--- config.mk ---
export PLATFORM = sky130hd
export DESIGN_NAME = ctrl_csr_unit
export DESIGN_NICKNAME = d
export VERILOG_FILES = /design/src/rtl/csr_unit_pkg.sv /design/src/rtl/csr_access_decode.sv /design/src/rtl/irq_enable_reg.sv /design/src/rtl/cycle_counter.sv /design/src/rtl/ctrl_csr_unit.sv
export SDC_FILE = /design/constraint.sdc
export NUM_CORES = 1
export LEC_CHECK = 0
export ABC_AREA = 1
export ABC_CLOCK_PERIOD_IN_PS = 1460
export BUFFER_PORTS_ARGS = -buffer_cell sky130_fd_sc_hd__buf_2
export CAP_MARGIN = 20
export CORE_MARGIN = 2
export CORE_UTILIZATION = 35
export CTS_CLUSTER_DIAMETER = 30
export CTS_CLUSTER_SIZE = 12
export DETAILED_ROUTE_END_ITERATION = 16
export PLACE_DENSITY = 0.61
export SYNTH_ARGS = -nofsm -noshare
export SYNTH_HDL_FRONTEND = slang
export SYNTH_HIERARCHICAL = 1
export SYNTH_SLANG_ARGS = --single-unit
export TNS_END_PERCENT = 10
--- constraint.sdc ---
create_clock -name clk -period 1.46 [get_ports clk]
set_input_delay 0.438 -clock clk [delete_from_list [all_inputs] [get_ports clk]]
set_output_delay 0.438 -clock clk [all_outputs]
set_load 0.02 [all_outputs]
--- src/rtl/csr_unit_pkg.sv ---
package csr_unit_pkg;

  localparam int IDX_W = 5;

  localparam logic [IDX_W-1:0] IX_STATUS = 5'd0;
  localparam logic [IDX_W-1:0] IX_EBASE  = 5'd1;
  localparam logic [IDX_W-1:0] IX_DBASE  = 5'd2;
  localparam logic [IDX_W-1:0] IX_CYCLES = 5'd3;
  localparam logic [IDX_W-1:0] IX_CONFIG = 5'd4;
  localparam logic [IDX_W-1:0] IX_ICACHE = 5'd5;
  localparam logic [IDX_W-1:0] IX_DCACHE = 5'd6;

  localparam int SLOT_MAX = 4;

  typedef enum logic [3:0] {
    K_STATUS, K_EBASE, K_DBASE, K_CYCLES, K_CONFIG,
    K_CACHE, K_BRKPT, K_WATCH, K_NONE
  } csr_kind_e;

  // bit 2 = breakpoint-saved, bit 1 = exception-saved, bit 0 = global
  typedef struct packed {
    logic bie;
    logic eie;
    logic ie;
  } ena_t;

  function automatic csr_kind_e kind_of(input logic [IDX_W-1:0] idx);
    csr_kind_e k;
    case (idx)
      IX_STATUS: k = K_STATUS;
      IX_EBASE:  k = K_EBASE;
      IX_DBASE:  k = K_DBASE;
      IX_CYCLES: k = K_CYCLES;
      IX_CONFIG: k = K_CONFIG;
      IX_ICACHE, IX_DCACHE: k = K_CACHE;
      5'd8, 5'd9, 5'd10, 5'd11:  k = K_BRKPT;
      5'd12, 5'd13, 5'd14, 5'd15: k = K_WATCH;
      default: k = K_NONE;
    endcase
    return k;
  endfunction

  function automatic logic [2:0] slot_of(input logic [IDX_W-1:0] idx);
    return {1'b0, idx[1:0]};
  endfunction

  function automatic ena_t next_enable(input ena_t cur, input logic exc,
                                       input logic brk, input logic eret,
                                       input logic bret, input logic wr,
                                       input logic [2:0] wbits);
    ena_t n;
    n = cur;
    if (exc) begin
      n.eie = cur.ie;
      n.ie  = 1'b0;
    end else if (brk) begin
      n.bie = cur.ie;
      n.ie  = 1'b0;
    end else if (eret) begin
      n.ie = cur.eie;
    end else if (bret) begin
      n.ie = cur.bie;
    end else if (wr) begin
      n = ena_t'(wbits);
    end
    return n;
  endfunction

endpackage

--- src/rtl/csr_access_decode.sv ---
module csr_access_decode
  import csr_unit_pkg::*;
#(
  parameter int NUM_BP = 4,
  parameter int NUM_WP = 4
) (
  input  logic             rd_en,
  input  logic             wr_en,
  input  logic [IDX_W-1:0] idx,
  output csr_kind_e        kind,
  output logic             rd_take,
  output logic             rd_clear,
  output logic             wr_status,
  output logic             wr_ebase,
  output logic             wr_dbase,
  output logic             fault
);

  localparam logic [2:0] BP_LIM = 3'(NUM_BP);
  localparam logic [2:0] WP_LIM = 3'(NUM_WP);

  logic rd_fault;
  logic wr_fault;
  logic slot_bad;

  assign kind = kind_of(idx);

  always_comb begin
    slot_bad = 1'b0;
    if (kind == K_BRKPT) slot_bad = (slot_of(idx) >= BP_LIM);
    if (kind == K_WATCH) slot_bad = (slot_of(idx) >= WP_LIM);
  end

  always_comb begin
    rd_take  = 1'b0;
    rd_clear = 1'b0;
    rd_fault = 1'b0;
    if (rd_en) begin
      case (kind)
        K_STATUS, K_EBASE, K_DBASE, K_CYCLES, K_CONFIG: rd_take = 1'b1;
        K_NONE: begin
          rd_clear = 1'b1;
          rd_fault = 1'b1;
        end
        default: rd_fault = 1'b1;
      endcase
    end
  end

  always_comb begin
    wr_fault = 1'b0;
    if (wr_en) begin
      case (kind)
        K_CYCLES, K_CONFIG, K_NONE: wr_fault = 1'b1;
        K_BRKPT, K_WATCH:           wr_fault = slot_bad;
        default:                    wr_fault = 1'b0;
      endcase
    end
  end

  assign wr_status = wr_en && (kind == K_STATUS);
  assign wr_ebase  = wr_en && (kind == K_EBASE);
  assign wr_dbase  = wr_en && (kind == K_DBASE);
  assign fault     = rd_fault | wr_fault;

endmodule

--- src/rtl/irq_enable_reg.sv ---
module irq_enable_reg
  import csr_unit_pkg::*;
(
  input  logic       clk,
  input  logic       rst_n,
  input  logic       exc_entry,
  input  logic       brk_entry,
  input  logic       exc_return,
  input  logic       brk_return,
  input  logic       wr_status,
  input  logic [2:0] wbits,
  output ena_t       ena_q
);

  ena_t ena_d;

  assign ena_d = next_enable(ena_q, exc_entry, brk_entry, exc_return,
                             brk_return, wr_status, wbits);

  always_ff @(posedge clk or negedge rst_n) begin
    if (!rst_n) ena_q <= '0;
    else        ena_q <= ena_d;
  end

endmodule

--- src/rtl/cycle_counter.sv ---
module cycle_counter #(
  parameter int              W    = 32,
  parameter logic [W-1:0]    INIT = '0
) (
  input  logic         clk,
  input  logic         rst_n,
  output logic [W-1:0] count_q
);

  always_ff @(posedge clk or negedge rst_n) begin
    if (!rst_n) count_q <= INIT;
    else        count_q <= count_q + W'(1);
  end

endmodule

--- src/rtl/ctrl_csr_unit.sv ---
module ctrl_csr_unit
  import csr_unit_pkg::*;
#(
  parameter int                DATA_W   = 32,
  parameter int                NUM_BP   = 4,
  parameter int                NUM_WP   = 4,
  parameter logic [DATA_W-1:0] CYC_INIT = '0,
  parameter logic [DATA_W-1:0] EBA_RST  = '0,
  parameter logic [DATA_W-1:0] DEBA_RST = '0
) (
  input  logic              clk,
  input  logic              rst_n,
  input  logic              csr_rd,
  input  logic              csr_wr,
  input  logic [4:0]        csr_idx,
  input  logic [DATA_W-1:0] csr_wdata,
  input  logic              exc_entry,
  input  logic              brk_entry,
  input  logic              exc_return,
  input  logic              brk_return,
  output logic [DATA_W-1:0] rd_data,
  output logic              irq_en,
  output logic              access_fault
);

  localparam logic [DATA_W-1:0] CFG_WORD =
    {{(DATA_W-8){1'b0}}, 4'(NUM_WP), 4'(NUM_BP)};

  csr_kind_e         kind;
  logic              rd_take;
  logic              rd_clear;
  logic              wr_status;
  logic              wr_ebase;
  logic              wr_dbase;
  logic              fault_d;
  ena_t              ena_q;
  logic              ie_q;
  logic              eie_q;
  logic              bie_q;
  logic [DATA_W-1:0] cycles_q;
  logic [DATA_W-1:0] ebase_q;
  logic [DATA_W-1:0] dbase_q;
  logic [DATA_W-1:0] rd_mux;
  logic [DATA_W-1:0] rd_q;
  logic              fault_q;

  csr_access_decode #(.NUM_BP(NUM_BP), .NUM_WP(NUM_WP)) u_dec (
    .rd_en     (csr_rd),
    .wr_en     (csr_wr),
    .idx       (csr_idx),
    .kind      (kind),
    .rd_take   (rd_take),
    .rd_clear  (rd_clear),
    .wr_status (wr_status),
    .wr_ebase  (wr_ebase),
    .wr_dbase  (wr_dbase),
    .fault     (fault_d)
  );

  irq_enable_reg u_ena (
    .clk        (clk),
    .rst_n      (rst_n),
    .exc_entry  (exc_entry),
    .brk_entry  (brk_entry),
    .exc_return (exc_return),
    .brk_return (brk_return),
    .wr_status  (wr_status),
    .wbits      (csr_wdata[2:0]),
    .ena_q      (ena_q)
  );

  cycle_counter #(.W(DATA_W), .INIT(CYC_INIT)) u_cyc (
    .clk     (clk),
    .rst_n   (rst_n),
    .count_q (cycles_q)
  );

  assign ie_q  = ena_q.ie;
  assign eie_q = ena_q.eie;
  assign bie_q = ena_q.bie;

  always_ff @(posedge clk or negedge rst_n) begin
    if (!rst_n) begin
      ebase_q <= EBA_RST;
      dbase_q <= DEBA_RST;
    end else begin
      if (wr_ebase) ebase_q <= csr_wdata;
      if (wr_dbase) dbase_q <= csr_wdata;
    end
  end

  always_comb begin
    case (kind)
      K_STATUS: rd_mux = {{(DATA_W-3){1'b0}}, ena_q};
      K_EBASE:  rd_mux = ebase_q;
      K_DBASE:  rd_mux = dbase_q;
      K_CYCLES: rd_mux = cycles_q;
      K_CONFIG: rd_mux = CFG_WORD;
      default:  rd_mux = '0;
    endcase
  end

  always_ff @(posedge clk or negedge rst_n) begin
    if (!rst_n) begin
      rd_q    <= '0;
      fault_q <= 1'b0;
    end else begin
      fault_q <= fault_d;
      if (rd_take)       rd_q <= rd_mux;
      else if (rd_clear) rd_q <= '0;
    end
  end

  assign rd_data      = rd_q;
  assign access_fault = fault_q;
  assign irq_en       = ie_q;

endmodule

-- Word level (Yosys, flattened, before mapping)
Memory sizes are Yosys's and may differ from the RTL's.
Cells that the tools add are included.
- reductions and logical operators: 12
- add/sub/neg operators: 1
- eq/ne operators: 10
- mux-type cells: 21
- bitwise gates (word level): 2
- operators by type and width (operator ; count):
    one-hot mux 32 bit (5 select lines) ; 1
    2-to-1 mux 32 bit ; 2
    adder 32 x 1 -> 32 bit (second input constant) ; 1
    2-to-1 mux 1 bit ; 13
    != test 2 bit (second input constant) ; 5
    == test 4 x 2 -> 1 bit (second input constant) ; 2
    AND reduction 4 bit ; 2
    2-to-1 mux 2 bit ; 3
    nonzero test 2 bit ; 3
    nonzero test 5 bit ; 1
    OR reduction 5 bit ; 1
    == test 4 x 1 -> 1 bit (second input constant) ; 1
    == test 4 x 3 -> 1 bit (second input constant) ; 1
    == test 4 bit (second input constant) ; 1
    zero test 4 bit ; 1
    2-to-1 mux 4 bit ; 1
    logical AND 1 bit ; 3
    2-to-1 mux 3 bit ; 1
    OR reduction 3 bit ; 1
    inverter 1 bit ; 1
    OR 1 bit ; 1
- memory bits (read-only): 64
- register bits after elaboration: 132
- memories: 1
- output and inout bits: 34
- logic and storage cells: 55
- input bits: 45
- memory list (name ; depth ; width ; read ports ; clocked after memory_dff ; wr ports ; RTL line ; text):
    (name not given) ; 16 ; 4 ; 1 ; 0 ; 0 ; csr_unit_pkg.sv:29 ; case (idx)

-- Longest topological paths before layout
Gate-level depths: netlist of run 1.
An unclocked memory read counts as a cell.
- depth after elaboration: 9
- mapped depth: 13

-- Modules after synthesis
The synthesis of run 1 kept the hierarchy.
- by module, submodules not included (module ; cells each ; area each (um^2) ; instances ; sequential area each (um^2)):
    ctrl_csr_unit ; 432 ; 4356.7 ; 1 ; 2427.3
    cycle_counter ; 221 ; 1788.0 ; 1 ; 800.8
    csr_access_decode ; 42 ; 227.7 ; 1 ; 0.0
    irq_enable_reg ; 39 ; 227.7 ; 1 ; 75.1

-- Least setup slack after synthesis of run 1
No wires, ideal clock.
- path kind: input-to-reg
- from: input port csr_idx[0]
- to: register dbase_q[21]
- stages: 9
- arrival time: 1.901 ns
- required time: 1.335 ns
- path buffers: 2
- path slack: -0.566 ns
- library setup time: 0.125 ns
- cell sequence: ha_1 inv_1 nand3_1 nand3_2 inv_2 nor3_1 clkbuf_1 buf_2 mux2_2
- word-level cells in the longest chain between the ends: 4
- RTL lines (item ; RTL line ; text):
    start: declaration ; ctrl_csr_unit.sv:15 ; input logic [4:0] csr_idx,
    memory read (16 x 4 bit) ; n/a ;
    2-to-1 mux 4 bit ; csr_unit_pkg.sv:29 ;
    net kind[0] ; ctrl_csr_unit.sv:29 ; csr_kind_e kind;
    == test 4 x 2 -> 1 bit ; csr_access_decode.sv:63 ; assign wr_dbase = wr_en && (kind == K_DBASE);
    logical AND 1 bit ; csr_access_decode.sv:63 ;
    net wr_dbase ; ctrl_csr_unit.sv:34 ; logic wr_dbase;
    end signal: assignment ; ctrl_csr_unit.sv:88 ; if (wr_dbase) dbase_q <= csr_wdata;
    end: declaration ; ctrl_csr_unit.sv:42 ; logic [DATA_W-1:0] dbase_q;
The timed path passes the listed nets, and every way through them passes these cells.
A chain may end at the register's enable or synchronous reset.

-- Worst setup path after layout of run 1
- from: input port csr_idx[0]
- to: register ebase_q[12]
- word-level cells in the longest chain between the ends: 4
- RTL lines (item ; RTL line ; text):
    memory read (16 x 4 bit) ; n/a ;
    2-to-1 mux 4 bit ; csr_unit_pkg.sv:29 ;
    == test 4 x 1 -> 1 bit ; csr_access_decode.sv:62 ; assign wr_ebase = wr_en && (kind == K_EBASE);
    logical AND 1 bit ; csr_access_decode.sv:62 ;
    net wr_ebase ; ctrl_csr_unit.sv:33 ; logic wr_ebase;
    end signal: assignment ; ctrl_csr_unit.sv:87 ; if (wr_ebase) ebase_q <= csr_wdata;
    end: declaration ; ctrl_csr_unit.sv:41 ; logic [DATA_W-1:0] ebase_q;
The timed path passes the listed nets, and every way through them passes these cells.

==> results of run 1 <==
-- power groups by stage --
stage	Sequential, uW	Clock [uW]	Combinational (uW)
detailed placement	4520	0	1360
finish	4490	4280	1630
global route	4550	4520	1770
floorplan	4500	0	862
CTS	4480	4330	1520
global placement	4520	0	1320
-- cells in the mapped netlist (3+ instances only) --
cell type  count
nand2_1      236
dfrtp_1      132
nand3_1      116
mux2_2        52
inv_1         37
nor2_1        37
buf_2         19
mux2_1        12
clkbuf_1       9
nand2_2        8
nand3b_1       8
xor2_1         8
nor2_2         7
nor2_4         6
inv_2          5
nand4_1        5
xnor2_1        5
o21ai_0        4
a21oi_1        3
ha_1           3
nand2_4        3
nand3_2        3
nor2_8         3
nor3_1         3
-- what timing repair did --
item / in CTS / in global routing
endpoints found under the setup margin: 99 / 108
cloned: 5 / 4
gates resized for setup: 56 / 75
hold buffers: 1 / 0
endpoints found under the hold margin: 19 / 0
setup buffers: 10 / 4
pin swaps: 6 / 8
-- how the worst max path moves through the flow --
stage | from | to | slack, ns | depth (start not counted)
6_report | csr_idx[0] | ebase_q[12]$_DFFE_PN0P_ | -0.26 | 12
3_5_place_dp | csr_idx[0] | ebase_q[20]$_DFFE_PN0P_ | -0.76 | 10
5_1_grt | csr_idx[0] | ebase_q[4]$_DFFE_PN0P_ | -0.30 | 12
4_1_cts | csr_idx[0] | dbase_q[13]$_DFFE_PN0P_ | -0.19 | 11
2_1_floorplan | csr_idx[0] | dbase_q[10]$_DFFE_PN0P_ | -0.36 | 10
3_3_place_gp | csr_idx[0] | dbase_q[20]$_DFFE_PN0P_ | -0.72 | 10
-- registers in the layout, indices dropped and copies added, names as in the netlist --
name and cells:
access_fault 1, dbase_q 32, ebase_q 32, rd_data 32, u_cyc/count_q 32, u_ena/ena_q 3
-- final cells by class --
class                      instances  share of cell area, %
clock buffer                      18                   4.82
clock inverter                    14                   1.69
inverter                          43                   1.96
multi-input combinational        529                   38.5
sequential                       132                   36.3
tap                              234                   3.21
timing repair buffer             141                   13.5
-- routing by layer --
| layer | global-route usage [%] | vias up | wire, um |
|---|---|---|---|
| li1 | - | 2662 | - |
| met1 | 23.5 | 2602 | 8430 |
| met2 | 27.2 | 98 | 8400 |
| met3 | 3.54 | 26 | 498 |
| met4 | 5.84 | 0 | 277 |
| met5 | 0 | - | 0 |
-- through the flow --
stage          utilization (%)  TNS, ns  std cells  cell area (um2)
2_1_floorplan                -   -32.84        734             6820
3_3_place_gp              41.6   -64.67       1055             7730
3_5_place_dp              41.6   -68.24       1055             7730
4_1_cts                   46.9   -12.60       1103             8710
5_1_grt                   49.0   -24.73       1111             9110
6_report                  49.0   -18.40       1111             9110
-- logic make-up after synthesis --
| group | count (synthesis) | share of synthesized area [%] |
|---|---|---|
| and+or+nand+nor | 436 | 30.5 |
| DFF | 132 | 50.0 |
| buffers and inverters | 73 | 4.82 |
| muxes | 64 | 10.9 |
| xor gates and xnor gates | 15 | 2.22 |
| AOI/OAI and AO/OA | 11 | 0.929 |
| adders and majority gates | 3 | 0.569 |
==> impl_metrics.py, run 1 <==
metrics = {
    "floorplanning": {
        "design.core.area_um2": 18600,
        "ios": 79,
        "start_util_pct": 35.5,
        "die_area_um2": 20000,
        "rows": 50,
        "die_h_um": 141,
        "dieWidth_um": 141,
    },
    "route": {
        "ant_nets": 0,
        "drtIter0Drc": 197,
        "wl_per_cell_um": 15.8,
        "vias_per_cell": 4.85,
        "routed-via-count": 5388,
        "firstDrtPassIters": 4,
        "drc": 0,
        "wirelength_mm": 17.6,
    },
    "global_routing": {
        "grt_pass1_wl_mm": 26.8,
        "grt_start_max_net_pins": 38,
        "grtUsageTotal_pct": 17.1,
        "antenna_found_initial": 0,
        "grt_pass1_vias": 5221,
        "overflow": 0,
    },
    "synth": {
        "synth_top_cell_area_share_pct": 50.0,
        "synth_warnings": 6,
        "syn-num-nets": 782,
        "yosys-top-cells-area": "dfrtp_1, nand2_1, mux2_2, nand3_1, inv_1",
        "ys.flop_type": "dfrtp_1",
        "synth_area_leader_cell": "dfrtp_1",
        "ys_async_sr_fraction_pct": 100,
        "synth_cells": 734,
        "synth-seq-cells": 132,
        "seq_area_frac_synth_pct": 50.0,
        "synthDistinctLibCells": 31,
        "syn_area_um2": 6600,
        "avgSynthCellArea_um2": 8.99,
        "synth_edf_count": 0,
    },
    "final_layout": {
        "fin_nets": 912,
        "num_antenna_cells": 0,
        "final_cell_mix": "nand2_1, dfrtp_1, nand3_1, buf_2, mux2_4",
        "final_common_cell": "nand2_1",
        "seq_area_um2": 3300,
        "fillers": 1681,
        "syn_to_final_growth_pct": 38.0,
        "multi_input_area_um2": 3510,
        "final_layout_size_suffix_gt1_share_pct": 38.7,
    },
    "placement": {
        "dp_hpwl_mm": 11.0,
        "port_buffers": 78,
        "dp_slack_ns": -0.763,
        "routabilityCongestion": 0.833,
    },
    "worst_hold_path": {
        "min_to": "dbase_q[21]$_DFFE_PN0P_",
        "min-delay-start": "csr_wdata[21]",
        "hold_path_class": "input pin to register",
        "holdPathStages": 2,
    },
    "critical_path": {
        "worst-setup-path-type": "input pin to register",
        "critPathMaxStageDelay_ns": 0.31,
        "critPathSlowestCell": "mux2_4",
        "rrSetupSlack_ns": 0.07,
        "cp_data_arrival_time_ns": 2.03,
        "endpoint_kind": "register",
        "crit_top_cell": "nand2_2",
        "crit_chain": "buf_8 -> ha_4 -> inv_2 -> nand2_2 -> nand2_2 -> nand2_2 -> nand4_1 -> buf_4 -> nor3_4 -> buf_6 -> buf_8 -> mux2_4",
        "worstReg2RegEnd": "u_cyc/count_q[20]$_DFF_PN0_",
        "crit_required_ns": 1.77,
        "cp-start-kind": "input pin",
        "path_delay_family": "buffers and inverters",
        "worstReg2RegStart": "u_cyc/count_q[0]$_DFF_PN0_",
        "cp_max_fo": 5,
        "r2r_cells": 8,
        "path_buf_inv": 5,
    },
    "run_status": {
        "outcome": "finished with violations",
        "violations": "negative setup slack",
    },
    "power": {
        "combPwrFrac_pct": 15.7,
        "p_leak_uw": 0.00467,
        "clockPowerShare_pct": 41.1,
        "p_per_area_nw_per_um2": 1140,
        "peakVddDrop_mv": 0.876,
        "total_power_uw": 10400,
        "p_sw_share_pct": 25.9,
        "p_sw_uw": 2700,
        "p_seq_share_pct": 43.2,
        "internal_power_uw": 7710,
    },
    "flow_run": {
        "max_cap_viol_count": 0,
    },
    "timing": {
        "fin_crit_sh_pct": 118,
        "timing.final.ws_setup_ns": -0.260,
        "tightest_slew_ns": 0.381,
        "setup_viol": 98,
        "final.min_clock_period_ns": 1.72,
        "whs_ns": 0.246,
        "fin_skew_ns": 0.0125,
        "rsz0062_at_grt": "yes",
        "relSlewSlack_pct": 74.6,
        "hold_viol": 0,
        "max_freq_mhz": 581,
        "drv_slew": 0,
    },
    "clocking": {
        "cts_tree": "built",
        "cts.sinks": 132,
        "root_buffer": "clkbuf_16",
        "clkLatencyLatePin_ns": 0.43,
        "clk_pin_slew_ns": 0.06,
        "cts_buffers": 17,
        "cts_buffer_depth": 2,
        "htree_num_levels": 4,
    },
}
No activity file was read; power rests on OpenSTA's default activity.
==> run 2, diff against run 1 <==
SETUP_SLACK_MARGIN = 0.15   (was unset)
==> impl_metrics.py, run 2 (synthesized netlist as in run 1, its figures left out) <==
metrics = {
    "run_status": {
        "outcome": "finished with violations",
        "violations": "negative setup slack",
    },
    "route": {
        "m1WireLength_mm": 8.34,
        "wirelength_mm": 17.7,
        "drc": 0,
        "wl_met2_mm": 8.49,
        "routed-via-count": 5407,
        "dr.max_layer_used": "met4",
        "ant_nets": 0,
        "wl_met3_um": 589,
        "drtIter0Drc": 217,
        "wl_per_cell_um": 15.9,
        "firstDrtPassIters": 4,
        "vias_per_cell": 4.87,
    },
    "critical_path": {
        "worst-setup-path-type": "input pin to register",
        "critPathSlowestCell": "mux2_4",
        "crit_top_cell": "buf_12",
        "cp_max_fo": 9,
        "endpoint_kind": "register",
        "path_delay_family": "buffers and inverters",
        "path_buf_inv": 5,
        "crit_required_ns": 1.77,
        "cp-start-kind": "input pin",
        "crit_chain": "buf_8 -> ha_4 -> inv_2 -> nand3_2 -> nand3_4 -> buf_12 -> nor3_4 -> buf_6 -> buf_12 -> mux2_4",
        "critPathMaxStageDelay_ns": 0.30,
        "cp_data_arrival_time_ns": 2.01,
    },
    "timing": {
        "rsz0062_at_grt": "yes",
        "tightest_slew_ns": 0.377,
        "fin_skew_ns": 0.0113,
        "fin_crit_sh_pct": 116,
        "final.min_clock_period_ns": 1.70,
        "timing.final.ws_setup_ns": -0.239,
        "drv_slew": 0,
        "setup_tns_ns": -17.93,
        "relSlewSlack_pct": 74.9,
        "max_freq_mhz": 589,
        "setup_viol": 98,
        "hold_viol": 0,
    },
    "final_layout": {
        "fin_nets": 912,
        "final_common_cell": "nand2_1",
        "fillers": 1640,
        "final_cell_mix": "nand2_1, dfrtp_1, nand3_1, mux2_4, buf_6",
        "final_layout_size_suffix_gt1_share_pct": 39.5,
        "seq_area_um2": 3310,
        "fin_area_um2": 9370,
        "num_antenna_cells": 0,
        "multi_input_area_um2": 3560,
        "syn_to_final_growth_pct": 41.9,
    },
    "power": {
        "p_per_area_nw_per_um2": 1120,
        "p_leak_uw": 0.00469,
        "peakVddDrop_mv": 0.899,
    },
    "clocking": {
        "root_buffer": "clkbuf_16",
        "clk_pin_slew_ns": 0.06,
        "cts_tree": "built",
        "clkLatencyLatePin_ns": 0.43,
        "cts_buffer_depth": 2,
        "htree_num_levels": 4,
        "cts_buffers": 17,
        "cts.sinks": 132,
    },
    "global_routing": {
        "grt_pass1_vias": 5274,
        "antenna_found_initial": 0,
        "grt_pass1_wl_mm": 27.2,
        "grt_start_max_net_pins": 38,
        "overflow": 0,
        "grtUsageTotal_pct": 17.3,
    },
    "flow_run": {
        "max_cap_viol_count": 0,
    },
    "floorplanning": {
        "rows": 50,
        "start_util_pct": 35.5,
        "die_area_um2": 20000,
        "die_h_um": 141,
        "ios": 79,
        "dieWidth_um": 141,
        "design.core.area_um2": 18600,
    },
    "placement": {
        "routabilityCongestion": 0.833,
        "port_buffers": 78,
        "place_area_um2": 7730,
        "dp_hpwl_mm": 11.0,
    },
    "worst_hold_path": {
        "hold_path_class": "input pin to register",
    },
}
-- run 2: area by class of cell --
class / count / share of cell area, %
Multi-Input combinational cell: 529 / 38.0
Clock buffer: 18 / 4.69
Timing Repair Buffer: 141 / 15.4
Sequential cell: 132 / 35.3
Inverter: 43 / 1.91
Clock inverter: 14 / 1.64
Tap cell: 234 / 3.13
-- run 2: path summary, 6_finish.rpt --
| check | slack [ns] | depth (start not counted) | end | start |
|---|---|---|---|---|
| hold / removal | 0.25 | 2 | dbase_q[21]$_DFFE_PN0P_ | csr_wdata[21] |
| setup reg to reg | 0.08 | 8 | u_cyc/count_q[30]$_DFF_PN0_ | u_cyc/count_q[0]$_DFF_PN0_ |
| min in group asynchronous | 0.47 | 2 | dbase_q[9]$_DFFE_PN0P_ | rst_n |
| max in group asynchronous | 0.46 | 3 | rd_data[14]$_DFFE_PN0P_ | rst_n |
| hold reg to reg | 0.50 | 2 | rd_data[9]$_DFFE_PN0P_ | rd_data[9]$_DFFE_PN0P_ |
| setup / recovery | -0.24 | 10 | ebase_q[17]$_DFFE_PN0P_ | csr_idx[1] |
-- run 2: where the power goes --
part	internal, uW	switching (uW)	total, uW
Combinational	1010	679	1690
Sequential	4180	320	4500
Clock	2570	1700	4270
-- run 2: through the flow --
stage               total power (uW)  setup slack (ns)  instances  util (%)  hold slack, ns
finish                         10500            -0.239       1111      50.4           0.249
global route                   10900            -0.297       1111      50.4           0.240
CTS                            10400            -0.185       1103      48.2           0.232
detailed placement              5890            -0.763       1055      41.6           0.380
global placement                5840            -0.717       1055      41.6           0.381
floorplan                       5360            -0.362        734         -           0.142
-- run 2: layer usage --
metal  vias to the layer above  track usage (%)
met3                        20             3.54
met4                         0             5.84
met2                        99             27.5
met1                      2620             23.7
met5                         -                0
li1                       2668                -
-- run 2: what timing repair did --
action	CTS	global route
hold endpoints to repair	19	0
buffers inserted	10	4
hold buffers	1	0
endpoints found under the setup margin	143	157
gates resized for setup	129	82
pin swaps	25	26
gates cloned	5	4
-- run 2: worst register-to-register path: stages (launching register included) --
cell     delay (ns)
dfrtp_1        0.41
ha_4           0.17
nand2_4        0.06
nor2_8         0.16
nand2_4        0.08
nor2_4         0.19
nand2_1        0.07
nand2_1        0.06
nand2_1        0.06
